### src/rtl/dma_pkg.sv
package dma_pkg;
  typedef enum logic [2:0] {
    ST_IDLE,
    ST_P1,
    ST_P2,
    ST_P3,
    ST_M1,
    ST_M2
  } dma_state_e;

  localparam logic [2:0] OFS_SRC  = 3'd0;
  localparam logic [2:0] OFS_DST  = 3'd1;
  localparam logic [2:0] OFS_CNT  = 3'd2;
  localparam logic [2:0] OFS_CTRL = 3'd3;
  localparam logic [2:0] OFS_STAT = 3'd4;

  localparam int CTRL_START = 0;
  localparam int CTRL_IRQEN = 1;
  localparam int CTRL_BUSY  = 0;
  localparam int STAT_DONE  = 0;
endpackage

### src/rtl/dma_regs.sv
module dma_regs
  import dma_pkg::*;
#(
  parameter int AW   = 32,
  parameter int CW   = 32,
  parameter int STEP = 4
) (
  input  logic          clk_i,
  input  logic          rst_ni,
  input  logic          reg_wr_i,
  input  logic [2:0]    reg_addr_i,
  input  logic [31:0]   reg_wdata_i,
  output logic [31:0]   reg_rdata_o,
  input  logic          word_done_i,
  output logic [AW-1:0] src_o,
  output logic [AW-1:0] dst_o,
  output logic          busy_o,
  output logic          last_o,
  output logic          irq_o
);
  localparam int LSB = $clog2(STEP);
  localparam logic [CW-1:0] STEP_V = CW'(STEP);
  localparam logic [AW-1:0] ASTEP  = AW'(STEP);

  logic [AW-1:0] src_q, dst_q;
  logic [CW-1:0] cnt_q;
  logic busy_q, done_q, irq_en_q;

  logic wr_src, wr_dst, wr_cnt, wr_ctrl, start_req, clr_done;

  assign wr_src    = reg_wr_i && reg_addr_i == OFS_SRC && !busy_q;
  assign wr_dst    = reg_wr_i && reg_addr_i == OFS_DST && !busy_q;
  assign wr_cnt    = reg_wr_i && reg_addr_i == OFS_CNT && !busy_q;
  assign wr_ctrl   = reg_wr_i && reg_addr_i == OFS_CTRL;
  assign start_req = wr_ctrl && reg_wdata_i[CTRL_START] && !busy_q;
  assign clr_done  = reg_wr_i && reg_addr_i == OFS_STAT && reg_wdata_i[STAT_DONE];

  always_ff @(posedge clk_i or negedge rst_ni) begin
    if (!rst_ni) begin
      src_q    <= '0;
      dst_q    <= '0;
      cnt_q    <= '0;
      busy_q   <= 1'b0;
      done_q   <= 1'b0;
      irq_en_q <= 1'b0;
    end else begin
      if (wr_src) src_q <= reg_wdata_i[AW-1:0];
      if (wr_dst) dst_q <= reg_wdata_i[AW-1:0];
      if (wr_cnt) cnt_q <= {reg_wdata_i[CW-1:LSB], {LSB{1'b0}}};
      if (wr_ctrl) irq_en_q <= reg_wdata_i[CTRL_IRQEN];
      if (clr_done) done_q <= 1'b0;
      if (start_req) begin
        if (cnt_q == '0) begin
          done_q <= 1'b1;
        end else begin
          busy_q <= 1'b1;
          done_q <= 1'b0;
        end
      end
      if (word_done_i && busy_q) begin
        dst_q <= dst_q + ASTEP;
        cnt_q <= cnt_q - STEP_V;
        if (cnt_q == STEP_V) begin
          busy_q <= 1'b0;
          done_q <= 1'b1;
        end
      end
    end
  end

  always_comb begin
    reg_rdata_o = '0;
    case (reg_addr_i)
      OFS_SRC:  reg_rdata_o = 32'(src_q);
      OFS_DST:  reg_rdata_o = 32'(dst_q);
      OFS_CNT:  reg_rdata_o = 32'(cnt_q);
      OFS_CTRL: begin
        reg_rdata_o[CTRL_IRQEN] = irq_en_q;
        reg_rdata_o[CTRL_BUSY]  = busy_q;
      end
      OFS_STAT: reg_rdata_o[STAT_DONE] = done_q;
      default:  reg_rdata_o = '0;
    endcase
  end

  assign src_o  = src_q;
  assign dst_o  = dst_q;
  assign busy_o = busy_q;
  assign last_o = cnt_q == STEP_V;
  assign irq_o  = done_q & irq_en_q;

  a_r5_count_step: assert property (@(posedge clk_i) disable iff (!rst_ni)
    (word_done_i && busy_q) |=> cnt_q == $past(cnt_q) - STEP_V);
  a_r5_dst_step: assert property (@(posedge clk_i) disable iff (!rst_ni)
    (word_done_i && busy_q) |=> dst_q == $past(dst_q) + ASTEP);
  a_r7_src_frozen: assert property (@(posedge clk_i) disable iff (!rst_ni)
    busy_q |=> $stable(src_q));
  a_r6_irq_hold: assert property (@(posedge clk_i) disable iff (!rst_ni)
    (irq_o && !clr_done && !wr_ctrl) |=> irq_o);
  a_r6_done_not_busy: assert property (@(posedge clk_i) disable iff (!rst_ni)
    $rose(done_q) |-> !busy_q);
endmodule

### src/rtl/dma_seq.sv
module dma_seq
  import dma_pkg::*;
#(
  parameter int BPW = 4
) (
  input  logic clk_i,
  input  logic rst_ni,
  input  logic busy_i,
  input  logic last_i,
  input  logic dreq_i,
  output logic per_rd_o,
  output logic dack_o,
  output logic take_o,
  output logic mem_act_o,
  output logic mem_wr_o,
  output logic word_done_o
);
  localparam int IW = (BPW > 1) ? $clog2(BPW) : 1;
  localparam logic [IW-1:0] LAST_IDX = IW'(BPW - 1);

  dma_state_e state_q, state_d;
  logic [IW-1:0] idx_q;

  always_comb begin
    state_d = state_q;
    unique case (state_q)
      ST_IDLE: if (busy_i && dreq_i) state_d = ST_P1;
      ST_P1:   state_d = ST_P2;
      ST_P2:   state_d = ST_P3;
      ST_P3: begin
        if (idx_q == LAST_IDX) state_d = ST_M1;
        else if (dreq_i)       state_d = ST_P1;
        else                   state_d = ST_IDLE;
      end
      ST_M1:   state_d = ST_M2;
      ST_M2:   state_d = (!last_i && dreq_i) ? ST_P1 : ST_IDLE;
      default: state_d = ST_IDLE;
    endcase
  end

  always_ff @(posedge clk_i or negedge rst_ni) begin
    if (!rst_ni) begin
      state_q <= ST_IDLE;
      idx_q   <= '0;
    end else begin
      state_q <= state_d;
      if (state_q == ST_P3) idx_q <= (idx_q == LAST_IDX) ? '0 : idx_q + 1'b1;
    end
  end

  assign per_rd_o    = state_q inside {ST_P1, ST_P2, ST_P3};
  assign dack_o      = state_q inside {ST_P2, ST_P3};
  assign take_o      = state_q == ST_P3;
  assign mem_act_o   = state_q inside {ST_M1, ST_M2};
  assign mem_wr_o    = state_q == ST_M2;
  assign word_done_o = state_q == ST_M2;

  a_r2_wait_dreq: assert property (@(posedge clk_i) disable iff (!rst_ni)
    (state_q == ST_IDLE && !dreq_i) |=> state_q != ST_P1);
  a_r3_dack_two_cycles: assert property (@(posedge clk_i) disable iff (!rst_ni)
    $rose(dack_o) |=> (dack_o ##1 !dack_o));
  a_r3_rd_before_dack: assert property (@(posedge clk_i) disable iff (!rst_ni)
    $rose(dack_o) |-> $past(per_rd_o));
  a_r4_mem_after_byte: assert property (@(posedge clk_i) disable iff (!rst_ni)
    $rose(mem_act_o) |-> $past(state_q) == ST_P3);
endmodule

### src/rtl/dma_packer.sv
module dma_packer #(
  parameter int DW = 32,
  parameter int PW = 8
) (
  input  logic          clk_i,
  input  logic          rst_ni,
  input  logic          take_i,
  input  logic [PW-1:0] byte_i,
  output logic [DW-1:0] word_o
);
  logic [DW-1:0] hold_q;

  // shift left: first byte ends up in the top lane
  always_ff @(posedge clk_i or negedge rst_ni) begin
    if (!rst_ni)     hold_q <= '0;
    else if (take_i) hold_q <= {hold_q[DW-PW-1:0], byte_i};
  end

  assign word_o = hold_q;

  a_r4_lane_fill: assert property (@(posedge clk_i) disable iff (!rst_ni)
    take_i |=> word_o[PW-1:0] == $past(byte_i));
endmodule

### src/rtl/byte_pack_dma.sv
module byte_pack_dma #(
  parameter int          AW      = 32,
  parameter int          DW      = 32,
  parameter int          PW      = 8,
  parameter logic [31:0] WIN_OFS = 32'h0000_0800
) (
  input  logic          clk_i,
  input  logic          rst_ni,
  input  logic          reg_wr_i,
  input  logic [2:0]    reg_addr_i,
  input  logic [31:0]   reg_wdata_i,
  output logic [31:0]   reg_rdata_o,
  input  logic          dreq_i,
  output logic          dack_o,
  output logic          per_rd_o,
  output logic [AW-1:0] per_addr_o,
  input  logic [PW-1:0] per_data_i,
  output logic          mem_wr_o,
  output logic [AW-1:0] mem_addr_o,
  output logic [DW-1:0] mem_wdata_o,
  output logic          irq_o
);
  localparam int BPW = DW / PW;

  logic [AW-1:0] src, dst;
  logic [DW-1:0] word;
  logic busy, last, take, mem_act, word_done;

  dma_regs #(.AW(AW), .CW(32), .STEP(BPW)) u_regs (
    .clk_i, .rst_ni, .reg_wr_i, .reg_addr_i, .reg_wdata_i, .reg_rdata_o,
    .word_done_i(word_done), .src_o(src), .dst_o(dst),
    .busy_o(busy), .last_o(last), .irq_o(irq_o)
  );

  dma_seq #(.BPW(BPW)) u_seq (
    .clk_i, .rst_ni, .busy_i(busy), .last_i(last), .dreq_i,
    .per_rd_o, .dack_o, .take_o(take), .mem_act_o(mem_act),
    .mem_wr_o, .word_done_o(word_done)
  );

  dma_packer #(.DW(DW), .PW(PW)) u_pack (
    .clk_i, .rst_ni, .take_i(take), .byte_i(per_data_i), .word_o(word)
  );

  assign per_addr_o  = per_rd_o ? src + AW'(WIN_OFS) : '0;
  assign mem_addr_o  = mem_act ? dst : '0;
  assign mem_wdata_o = mem_act ? word : '0;

  a_r3_no_access_idle: assert property (@(posedge clk_i) disable iff (!rst_ni)
    (!busy && !per_rd_o) |=> !per_rd_o);
  a_r4_wr_only_busy: assert property (@(posedge clk_i) disable iff (!rst_ni)
    mem_wr_o |-> busy);
endmodule

### config.mk
export PLATFORM = sky130hd
export DESIGN_NAME = byte_pack_dma
export DESIGN_NICKNAME = d
export VERILOG_FILES = /design/src/rtl/dma_pkg.sv /design/src/rtl/dma_regs.sv /design/src/rtl/dma_seq.sv /design/src/rtl/dma_packer.sv /design/src/rtl/byte_pack_dma.sv
export SDC_FILE = /design/constraint.sdc
export NUM_CORES = 1
export LEC_CHECK = 0
export BUFFER_PORTS_ARGS = -buffer_cell sky130_fd_sc_hd__buf_2
export CAP_MARGIN = 5
export CORE_MARGIN = 2
export CORE_UTILIZATION = 50
export CTS_CLUSTER_SIZE = 10
export DETAILED_ROUTE_END_ITERATION = 8
export GPL_ROUTABILITY_DRIVEN = 0
export PLACE_DENSITY = 0.85
export RECOVER_POWER = 100
export SLEW_MARGIN = 20
export SYNTH_ARGS = -nofsm -noshare
export SYNTH_HDL_FRONTEND = slang
export SYNTH_SLANG_ARGS = --single-unit
### constraint.sdc
create_clock -name clk_i -period 2.5 [get_ports clk_i]
set_clock_uncertainty 0.05 [all_clocks]
set_input_delay 0.375 -clock clk_i [delete_from_list [all_inputs] [get_ports clk_i]]
set_output_delay 0.375 -clock clk_i [all_outputs]
set_load 0.05 [all_outputs]
==> results of run 1 <==
==> metal layers <==
layer	track usage	up-vias
li1	-	3689
met1	0.372	3923
met2	0.470	471
met3	0.0765	54
met4	0.120	0
met5	0	-
==> power breakdown <==
group          internal (mW)  switching (mW)  total [mW]
Sequential              2.97           0.834        3.80
Combinational           1.79            3.27        5.06
Clock                   1.42           0.887        2.31
Total                   6.18            4.99        11.2
==> layout by cell type (no fill, tap or decap), types with 21 or more instances in the layout <==
cell type	Yosys	final
a211oi_1	21	21
dfrtp_1	134	126
nor2_1	137	127
nand2_1	59	59
nor3_1	40	38
and2_1	84	76
a21oi_1	55	55
buf_4	0	58
buf_2	3	98
mux2i_1	31	31
clkbuf_2	0	64
mux2_2	67	67
==> final timing paths <==
check,end,startpoint
max reg2reg,u_regs.cnt_q[30],u_regs.cnt_q[21]
max in group asynchronous,u_regs.src_o[15],rst_ni
min,u_pack.word_o[7],per_data_i[7]
min reg2reg,u_pack.word_o[26],u_pack.word_o[26]
min in group asynchronous,u_pack.word_o[17],rst_ni
max,u_regs.cnt_q[30],u_regs.cnt_q[21]
==> flip-flops by register name, summed over array words and instances (netlist names) <==
signal and count:
u_regs.dst_o 32, u_seq.state_q 3, u_regs.src_o 32, u_regs.irq_en_q 1, u_regs.done_q 1, u_regs.busy_o 1
u_pack.word_o 32, u_regs.cnt_q 30, u_seq.idx_q 2
==> critical path: cells and delay by family, from the launching register on <==
family           cells  cell delay, ps
AND/OR/NAND/NOR      4            1810
flip-flops           1             430
AO/OA/AOI/OAI        1              90
==> area by class of cell <==
cell class                 instances  area [µm²]  area share
tap                              216         270      0.0265
clock buffer                      24         482      0.0473
timing repair inverter             1        7.51    0.000737
inverter                          11        45.0     0.00442
multi-input combinational        708        4610       0.453
timing repair buffer             241        1360       0.133
clock inverter                     5        50.0     0.00491
sequential                       134        3360       0.330
==> cells by family after synthesis <==
| group | after synthesis | share of synthesized area |
|---|---|---|
| compound gates | 164 | 0.133 |
| xor+xnor | 17 | 0.0182 |
| fa+ha+maj | 5 | 0.00766 |
| buf+inv | 74 | 0.0345 |
| flops | 134 | 0.411 |
| mux | 98 | 0.130 |
| simple gates | 424 | 0.265 |
==> stage by stage <==
| stage | util | cells |
|---|---|---|
| after floorplan | - | 916 |
| after global placement | 0.599 | 1302 |
| after detailed placement | 0.599 | 1302 |
| after CTS | 0.635 | 1333 |
| after global routing | 0.639 | 1340 |
| final | 0.639 | 1340 |
==> timing repair <==
action                                  4_1_cts  5_1_grt
buffers inserted                              2        6
pin swaps                                     2        4
endpoints found under the setup margin       25       28
gates resized for setup                       7       35
gates cloned                                  0        1
hold endpoints to repair                      0        0
==> key figures, run 1 <==
Floorplanning
  • Initial Util: 0.512
  • Die X: 132 µm
  • Num rows: 46
  • Die Y: 132 µm
  • DIE AREA: around 17000 µm²
  • IO Count: ~180
  • Core area: around 16000 µm²

Clock network
  • CTS tree: built
  • Hold_buf cts: 0
  • H-tree Lvls: 4
  • Skew-Pair Late Insertion Delay: between 400 and 500 ps
  • Clk sinks: 134
  • Bufs on Longest Clock Path: 2
  • Total CTS buffers: 17
  • CTS root buf: clkbuf_16
  • CTS clk-pin slew, worst paths: approximately 60 ps

Logic synthesis
  • Post-synth EDFFs: 0
  • #FFs+latches synth: ~130
  • Prevailing post-synth register cell: dfrtp_1
  • Synth Instances: between 900 and 1000
  • Ys Warns: 0
  • Top post-synthesis cells by area: dfrtp_1, mux2_2, and2_1
  • Yosys top cell by area: dfrtp_1
  • Syn_area_per_cell: about 9 µm²
  • Cell variety after synth: between 50 and 60
  • Synthesized area: 8160 µm²
  • Most common cell in the netlist: nor2_1
  • Seq/Total Area, Yosys: 0.411
  • Ys async rst share: 1.00
  • Synth top area share: 0.411
  • Top post-synthesis cells by count: nor2_1, dfrtp_1, and2_1
  • Syn Nets: between 900 and 1000

Timing
  • Least-Margin Pin Slew: 1880 ps
  • Pins over their slew limit: ~140
  • Fmax: 400 MHz
  • Fin. Hold Viols: 0
  • Fin worst setup slack: approximately 2.3 ps
  • Tmin final: 2500 ps
  • Setup_tns: 0 ps
  • Hold WS: between 100 and 150 ps
  • Tcrit/Tclk final: 0.999
  • RSZ-0062 raised after global routing: true
  • Worst slew margin: -0.252
  • Final Setup Violations: 0

Route
  • Drt first-iter violations: 1023
  • WL/cell: around 19 µm
  • Metal2 WL: approximately 12 mm
  • DRT met1 WL: just over 10 mm
  • Vias per cell: 6.07
  • Met3 wire len: about 2.6 mm
  • TritonRoute pass-1 iters: 5
  • DR top layer: met4
  • Vias: 8137
  • WL final: roughly 26 mm
  • DRC: 0
  • Remaining antenna violation count: 0

Layout
  • Fraction of layout cells with a size suffix above 1: 0.323
  • Post-route cell area: between 10000 and 15000 µm²
  • Fill cells: ~1300
  • ANT cells: 0
  • NumNets Final: approximately 1200
  • P&R area growth vs syn: 24.8%

Run status
  • Status: finished with violations
  • Failing checks: capacitance limit, slew limit

Critical path
  • Crit-path cells: or4_1, or4_1, or4_4, nand3_1, o211ai_2
  • CP max stage cell: or4_4
  • Crit-path max FO: 6
  • Worst Reg-to-Reg Cells: 5
  • Crit path kind: flip-flop to flip-flop
  • Worst Path Arrival: around 2700 ps
  • Reg2reg setup slack: 2 ps
  • CP Capture Type: flip-flop
  • Slowest cell delay on critical path: around 600 ps
  • Most used cell, CP: or4_1
  • Startpoint Class: flip-flop
  • Worst EP required: between 2000 and 3000 ps

Global routing
  • Vias in the first global route: 7796
  • Largest net degree at the start of global routing: about 140
  • Grt total ovfl: 0
  • Initial antenna violation count: 1
  • First-pass GRT wire length: roughly 40 mm
  • Total Routing Usage GR: 0.291

Job
  • Max_cap viols: 1

Worst hold path
  • Hold Crit Class: primary input to flip-flop
  • Hold depth: 2

Placement
  • DP HPWL: around 18 mm
  • Dpl ws: between 70 and 80 ps
  • I/O Buffers: about 180
  • Cell area after placement: 9550 µm²

Power and ir drop
  • Power per cell area: around 1100 nW/µm²
  • Leak pwr: 4.59 nW
  • Overall power: approximately 11 mW
  • Peak supply drop: 0.818 mV
Note: power is estimated with default switching activity, not from simulation.
==> run 2: changes to the inputs <==
Settings changed: CELL_PAD_IN_SITES_DETAIL_PLACEMENT set to 1, CELL_PAD_IN_SITES_GLOBAL_PLACEMENT set to 1, CORE_UTILIZATION 50 to 37, PLACE_DENSITY 0.85 to unset, PLACE_DENSITY_LB_ADDON set to 0.15.
==> key figures, run 2 (same netlist as run 1, synthesis figures left out) <==
Power and ir drop
  • Overall power: 11.9 mW (was 11.2 mW)
  • Leak pwr: 4.70 nW (was 4.59 nW)
  • Peak supply drop: 0.637 mV (was 0.818 mV)
  • Power per cell area: 1130 nW/µm² (was 1100 nW/µm²)

Worst hold path
  • Hold Crit Class: primary input to flip-flop (unchanged)
  • Hold depth: 2 (unchanged)

Global routing
  • Grt total ovfl: 0 (unchanged)
  • First-pass GRT wire length: 48.6 mm (was 40.4 mm)
  • Vias in the first global route: 8213 (was 7796)
  • Initial antenna violation count: 0 (was 1)
  • Largest net degree at the start of global routing: 66 (was 135)
  • Total Routing Usage GR: 0.269 (was 0.291)

Floorplanning
  • Die Y: 153 µm (was 132 µm)
  • Num rows: 54 (was 46)
  • IO Count: 179 (unchanged)
  • Core area: 21800 µm² (was 15900 µm²)
  • Initial Util: 0.375 (was 0.512)
  • DIE AREA: 23300 µm² (was 17400 µm²)
  • Die X: 153 µm (was 132 µm)

Critical path
  • CP Capture Type: output pin (was flip-flop)
  • Reg-to-Reg Start: u_regs.cnt_q[20] (was u_regs.cnt_q[21])
  • Worst EP required: 2080 ps (was 2750 ps)
  • Startpoint Class: flip-flop (unchanged)
  • Worst R2R End: u_regs.cnt_q[30] (unchanged)
  • Worst Reg-to-Reg Cells: 5 (unchanged)
  • Reg2reg setup slack: 80 ps (was 2 ps)
  • Crit path launch: u_regs.src_o[13] (was u_regs.cnt_q[21])
  • Crit path kind: flip-flop to output pin (was flip-flop to flip-flop)
  • CP Capture Point: per_addr_o[19] (was u_regs.cnt_q[30])
  • Worst Path Arrival: 2040 ps (was 2740 ps)
  • Crit-path max FO: 10 (was 6)

Clock network
  • Clk sinks: 134 (unchanged)
  • Skew-Pair Late Insertion Delay: 430 ps (was 420 ps)
  • CTS clk-pin slew, worst paths: 70 ps (was 60 ps)
  • CTS root buf: clkbuf_16 (unchanged)
  • H-tree Lvls: 4 (unchanged)
  • Total CTS buffers: 17 (unchanged)
  • Bufs on Longest Clock Path: 2 (unchanged)
  • CTS tree: built (unchanged)

Layout
  • NumNets Final: 1182 (was 1166)
  • Fraction of layout cells with a size suffix above 1: 0.342 (was 0.323)
  • Finished Core Util: 0.486 (was 0.639)
  • P&R area growth vs syn: 29.4% (was 24.8%)
  • Commonest cells after routing, fill and taps aside: dfrtp_1, nor2_1, clkbuf_2 (was nor2_1, dfrtp_1, buf_2)
  • Post-route cell area: 10600 µm² (was 10200 µm²)
  • ANT cells: 0 (unchanged)
  • Most common cell after layout, fill and taps aside: dfrtp_1 (was nor2_1)
  • Fill cells: 2578 (was 1305)

Run status
  • Failing checks: capacitance limit, slew limit (unchanged)
  • Status: finished with violations (unchanged)

Placement
  • DP HPWL: 23.6 mm (was 17.8 mm)
  • Dpl ws: 94.9 ps (was 70.6 ps)
  • I/O Buffers: 178 (unchanged)
  • Cell area after placement: 9760 µm² (was 9550 µm²)

Job
  • Max_cap viols: 1 (unchanged)

Timing
  • Fmax: 406 MHz (was 400 MHz)
  • Fin worst setup slack: 35.1 ps (was 2.26 ps)
  • Final Setup Violations: 0 (unchanged)
  • Worst slew margin: -0.0625 (was -0.252)
  • Least-Margin Pin Slew: 1590 ps (was 1880 ps)
  • Pins over their slew limit: 57 (was 135)
  • Tcrit/Tclk final: 0.986 (was 0.999)
  • Tmin final: 2460 ps (was 2500 ps)
  • Fin. Hold Viols: 0 (unchanged)
  • Hold WS: 114 ps (was 132 ps)
  • RSZ-0062 raised after global routing: true (unchanged)

Route
  • WL/cell: 21.9 µm (was 19.1 µm)
  • DRC: 0 (unchanged)
  • Vias per cell: 5.68 (was 6.07)
  • Vias: 8081 (was 8137)
  • Drt first-iter violations: 450 (was 1023)
  • TritonRoute pass-1 iters: 4 (was 5)
  • Remaining antenna violation count: 0 (unchanged)
  • WL final: 31.1 mm (was 25.7 mm)
## run 2: changes by cell type in the layout (fill, tap and decap cells not counted), sizes merged
| cell | before | now |
|---|---|---|
| clkinvlp | 2 | 1 |
| bufinv | 1 | 2 |
| clkinv | 4 | 3 |
| dlygate4sd3 | 0 | 1 |
| inv | 10 | 20 |
| clkbuf | 108 | 141 |
| buf | 157 | 133 |
## run 2: repair_timing
| item | CTS | global route |
|---|---|---|
| hold endpoints to repair | 54 | 0 |
| pin swaps | 1 | 2 |
| setup buffers | 6 | 6 |
| endpoints found under the setup margin | 19 | 23 |
| hold buffers | 1 | 0 |
| gates resized for setup | 16 | 35 |
## run 2: final cells by class
type | instances | area, µm² | share of cell area
Inverter | 11 | 45.0 | 0.00426
Clock buffer | 17 | 425 | 0.0403
Timing Repair Buffer | 258 | 1560 | 0.147
Sequential cell | 134 | 3360 | 0.318
Multi-Input combinational cell | 708 | 4630 | 0.438
Tap cell | 280 | 350 | 0.0332
Clock inverter | 15 | 201 | 0.0191
## run 2: per-layer routing
layer  part of all wire  vias up  global-route usage  wire length (µm)
li1                   -     3731                   -                 -
met1               0.44     4058               0.356             13600
met2               0.49      239               0.457             15300
met3              0.044       53              0.0427              1370
met4              0.026        0              0.0776               821
met5                  0        -                   0                 0
## run 2: stage by stage
stage / setup TNS [ps] / cells
2_1_floorplan: 0 / 916
3_3_place_gp: 0 / 1378
3_5_place_dp: 0 / 1378
4_1_cts: 0 / 1417
5_1_grt: -211 / 1423
6_report: 0 / 1423
## run 2: worst min path at each step
stage | from | end | slack [ps]
floorplan | rst_ni | u_pack.word_o[0] | 30
global placement | rst_ni | u_regs.dst_o[23] | 340
detailed placement | rst_ni | u_regs.dst_o[23] | 340
CTS | per_data_i[2] | u_pack.word_o[2] | 100
global route | per_data_i[5] | u_pack.word_o[5] | 100
finish | per_data_i[5] | u_pack.word_o[5] | 110
## run 2: report_power, final
group | internal (mW) | switching (mW)
clock | 1.54 | 1.17
sequential | 2.96 | 0.933
combinational | 1.88 | 3.41
total | 6.38 | 5.51
## run 2: worst max-delay path, stage by stage (launching register included)
cell     delay [ps]
dfrtp_1         420
and2_4          180
nand4_1         120
buf_6           170
or3_1           320
a21oi_2         200
buf_6           190
==> run 3: changes to the inputs <==
Settings changed: REMOVE_ABC_BUFFERS set to 1.
==> key figures, run 3 (same netlist as run 1, synthesis figures left out) <==
Run status
  • Status: finished with violations (unchanged)
  • Failing checks: capacitance limit, slew limit, setup timing (was capacitance limit, slew limit)

Global routing
  • First-pass GRT wire length: 47.9 mm (was 48.6 mm)
  • Grt total ovfl: 0 (unchanged)
  • Initial antenna violation count: 0 (unchanged)
  • Vias in the first global route: 8482 (was 8213)
  • Largest net degree at the start of global routing: 62 (was 66)
  • Total Routing Usage GR: 0.258 (was 0.269)

Timing
  • Fmax: 387 MHz (was 406 MHz)
  • Final Setup Violations: 2 (was 0)
  • Tcrit/Tclk final: 1.03 (was 0.986)
  • Tmin final: 2580 ps (was 2460 ps)
  • Fin. Hold Viols: 0 (unchanged)
  • RSZ-0062 raised after global routing: true (unchanged)
  • Pins over their slew limit: 61 (was 57)
  • Fin worst setup slack: -84.4 ps (was 35.1 ps)
  • Worst slew margin: -0.149 (was -0.0625)
  • Setup_tns: -129 ps (was 0 ps)
  • Least-Margin Pin Slew: 1720 ps (was 1590 ps)

Clock network
  • Clk sinks: 134 (unchanged)
  • CTS tree: built (unchanged)
  • H-tree Lvls: 4 (unchanged)
  • CTS root buf: clkbuf_16 (unchanged)
  • Bufs on Longest Clock Path: 2 (unchanged)
  • Total CTS buffers: 17 (unchanged)
  • CTS clk-pin slew, worst paths: 60 ps (was 70 ps)
  • Skew-Pair Late Insertion Delay: 420 ps (was 430 ps)

Route
  • Vias per cell: 5.54 (was 5.68)
  • Remaining antenna violation count: 0 (unchanged)
  • WL final: 30.1 mm (was 31.1 mm)
  • Vias: 8000 (was 8081)
  • TritonRoute pass-1 iters: 4 (unchanged)
  • WL/cell: 20.9 µm (was 21.9 µm)
  • Drt first-iter violations: 446 (was 450)
  • DRC: 0 (unchanged)

Placement
  • Dpl ws: 72.3 ps (was 94.9 ps)
  • DP HPWL: 21.7 mm (was 23.6 mm)
  • I/O Buffers: 178 (unchanged)
  • Cell area after placement: 9810 µm² (was 9760 µm²)
  • Placed Instances: 1389 (was 1378)

Power and ir drop
  • Seq pwr share: 0.317 (was 0.327)
  • Combinational Power Share: 0.448 (was 0.445)
  • Switching Power: 5.22 mW (was 5.51 mW)
  • Peak supply drop: 0.534 mV (was 0.637 mV)
  • Net Sw Frac: 0.437 (was 0.464)
  • Clk pwr share: 0.235 (was 0.228)
  • Leak pwr: 4.79 nW (was 4.70 nW)
  • Internal Power: 6.72 mW (was 6.38 mW)
  • Power per cell area: 1110 nW/µm² (was 1130 nW/µm²)
  • Overall power: 11.9 mW (about the same)

Floorplanning
  • DIE AREA: 23300 µm² (unchanged)
  • IO Count: 179 (unchanged)
  • Die Y: 153 µm (unchanged)
  • Num rows: 54 (unchanged)
  • Die X: 153 µm (unchanged)
  • Core area: 21800 µm² (unchanged)
  • Initial Util: 0.375 (unchanged)

Critical path
  • Crit path kind: flip-flop to output pin (unchanged)
  • Worst Path Arrival: 2160 ps (was 2040 ps)
  • CP Capture Type: output pin (unchanged)
  • Startpoint Class: flip-flop (unchanged)
  • Worst EP required: 2080 ps (about the same)
  • Crit-path max FO: 3 (was 10)

Layout
  • Most common cell after layout, fill and taps aside: nor2_1 (was dfrtp_1)
  • Fill cells: 2578 (unchanged)
  • Finished Layout Cells: 1444 (was 1423)
  • P&R area growth vs syn: 31.6% (was 29.4%)
  • Fraction of layout cells with a size suffix above 1: 0.342 (about the same)
  • Commonest cells after routing, fill and taps aside: nor2_1, dfrtp_1, buf_4 (was dfrtp_1, nor2_1, clkbuf_2)
  • NumNets Final: 1202 (was 1182)
  • FF/Latch Area: 3360 µm² (about the same)
  • Area of the multi-input gates: 4640 µm² (was 4630 µm²)
  • Post-route cell area: 10700 µm² (was 10600 µm²)

Job
  • Max_cap viols: 1 (unchanged)

Worst hold path
  • Hold Crit Class: primary input to flip-flop (unchanged)
==> run 3: changes by cell type in the layout (fill, tap and decap cells not counted), moves of 11 or more <==
cell,change
buf_2,+19
and2_1,-11
nor2_1,+12
buf_4,+17
clkbuf_2,-20
nor2_2,-12
==> run 3: routing by layer <==
metal / vias up / wire, µm / global-route usage
li1: 3762 / - / -
met1: 4015 / 13100 / 0.328
met2: 199 / 15200 / 0.450
met3: 24 / 1540 / 0.0575
met4: 0 / 336 / 0.0573
met5: - / 0 / 0
==> run 3: cell type report <==
cell class                      instances  area share
Tap cell                              280      0.0326
Clock buffer                           20      0.0425
Timing Repair inverter                  1    0.000699
Clock inverter                         12      0.0186
Sequential cell                       134       0.313
Timing Repair Buffer                  277       0.157
Multi-Input combinational cell        708       0.432
Antenna cell                            1    0.000233
Inverter                               11     0.00419
==> run 3: power by group through the flow <==
stage	logic (mW)	registers [mW]	clock network (mW)
2_1_floorplan	3.52	3.62	0
3_3_place_gp	5.00	3.76	0
3_5_place_dp	5.08	3.80	0
4_1_cts	5.24	3.78	2.86
5_1_grt	5.76	3.92	2.98
6_report	5.34	3.79	2.81
==> run 3: worst paths after layout <==
check / startpoint / end / slack, ps / cells past startpoint
max: u_regs.src_o[20] / per_addr_o[31] / -80 / 7
min: reg_wdata_i[1] / u_regs.dst_o[1] / 130 / 3
max reg2reg: u_regs.cnt_q[21] / u_regs.cnt_q[30] / 20 / 5
min reg2reg: u_pack.word_o[25] / u_pack.word_o[25] / 450 / 1
max in group asynchronous: rst_ni / u_regs.src_o[26] / 350 / 2
min in group asynchronous: rst_ni / u_regs.src_o[18] / 870 / 2
==> run 3: metrics by stage <==
step	util	hold WS, ps
3_3_place_gp	0.451	368
6_report	0.494	131
4_1_cts	0.488	116
2_1_floorplan	-	29.4
5_1_grt	0.494	119
3_5_place_dp	0.451	374
==> run 3: repair_timing <==
| action | in CTS | in global routing |
|---|---|---|
| hold buffers | 1 | 0 |
| pin swaps | 3 | 6 |
| gates resized for setup | 26 | 25 |
| cloned | 0 | 1 |
| endpoints found under the hold margin | 59 | 0 |
| endpoints found under the setup margin | 25 | 79 |
| buffers inserted | 5 | 15 |
==> run 3: critical path: stages, from the launching register on <==
cell	delay, ps
dfrtp_1	370
and4_4	250
nand4_1	210
nor4_2	350
buf_4	190
xnor2_2	70
nor2_2	130
buf_6	170
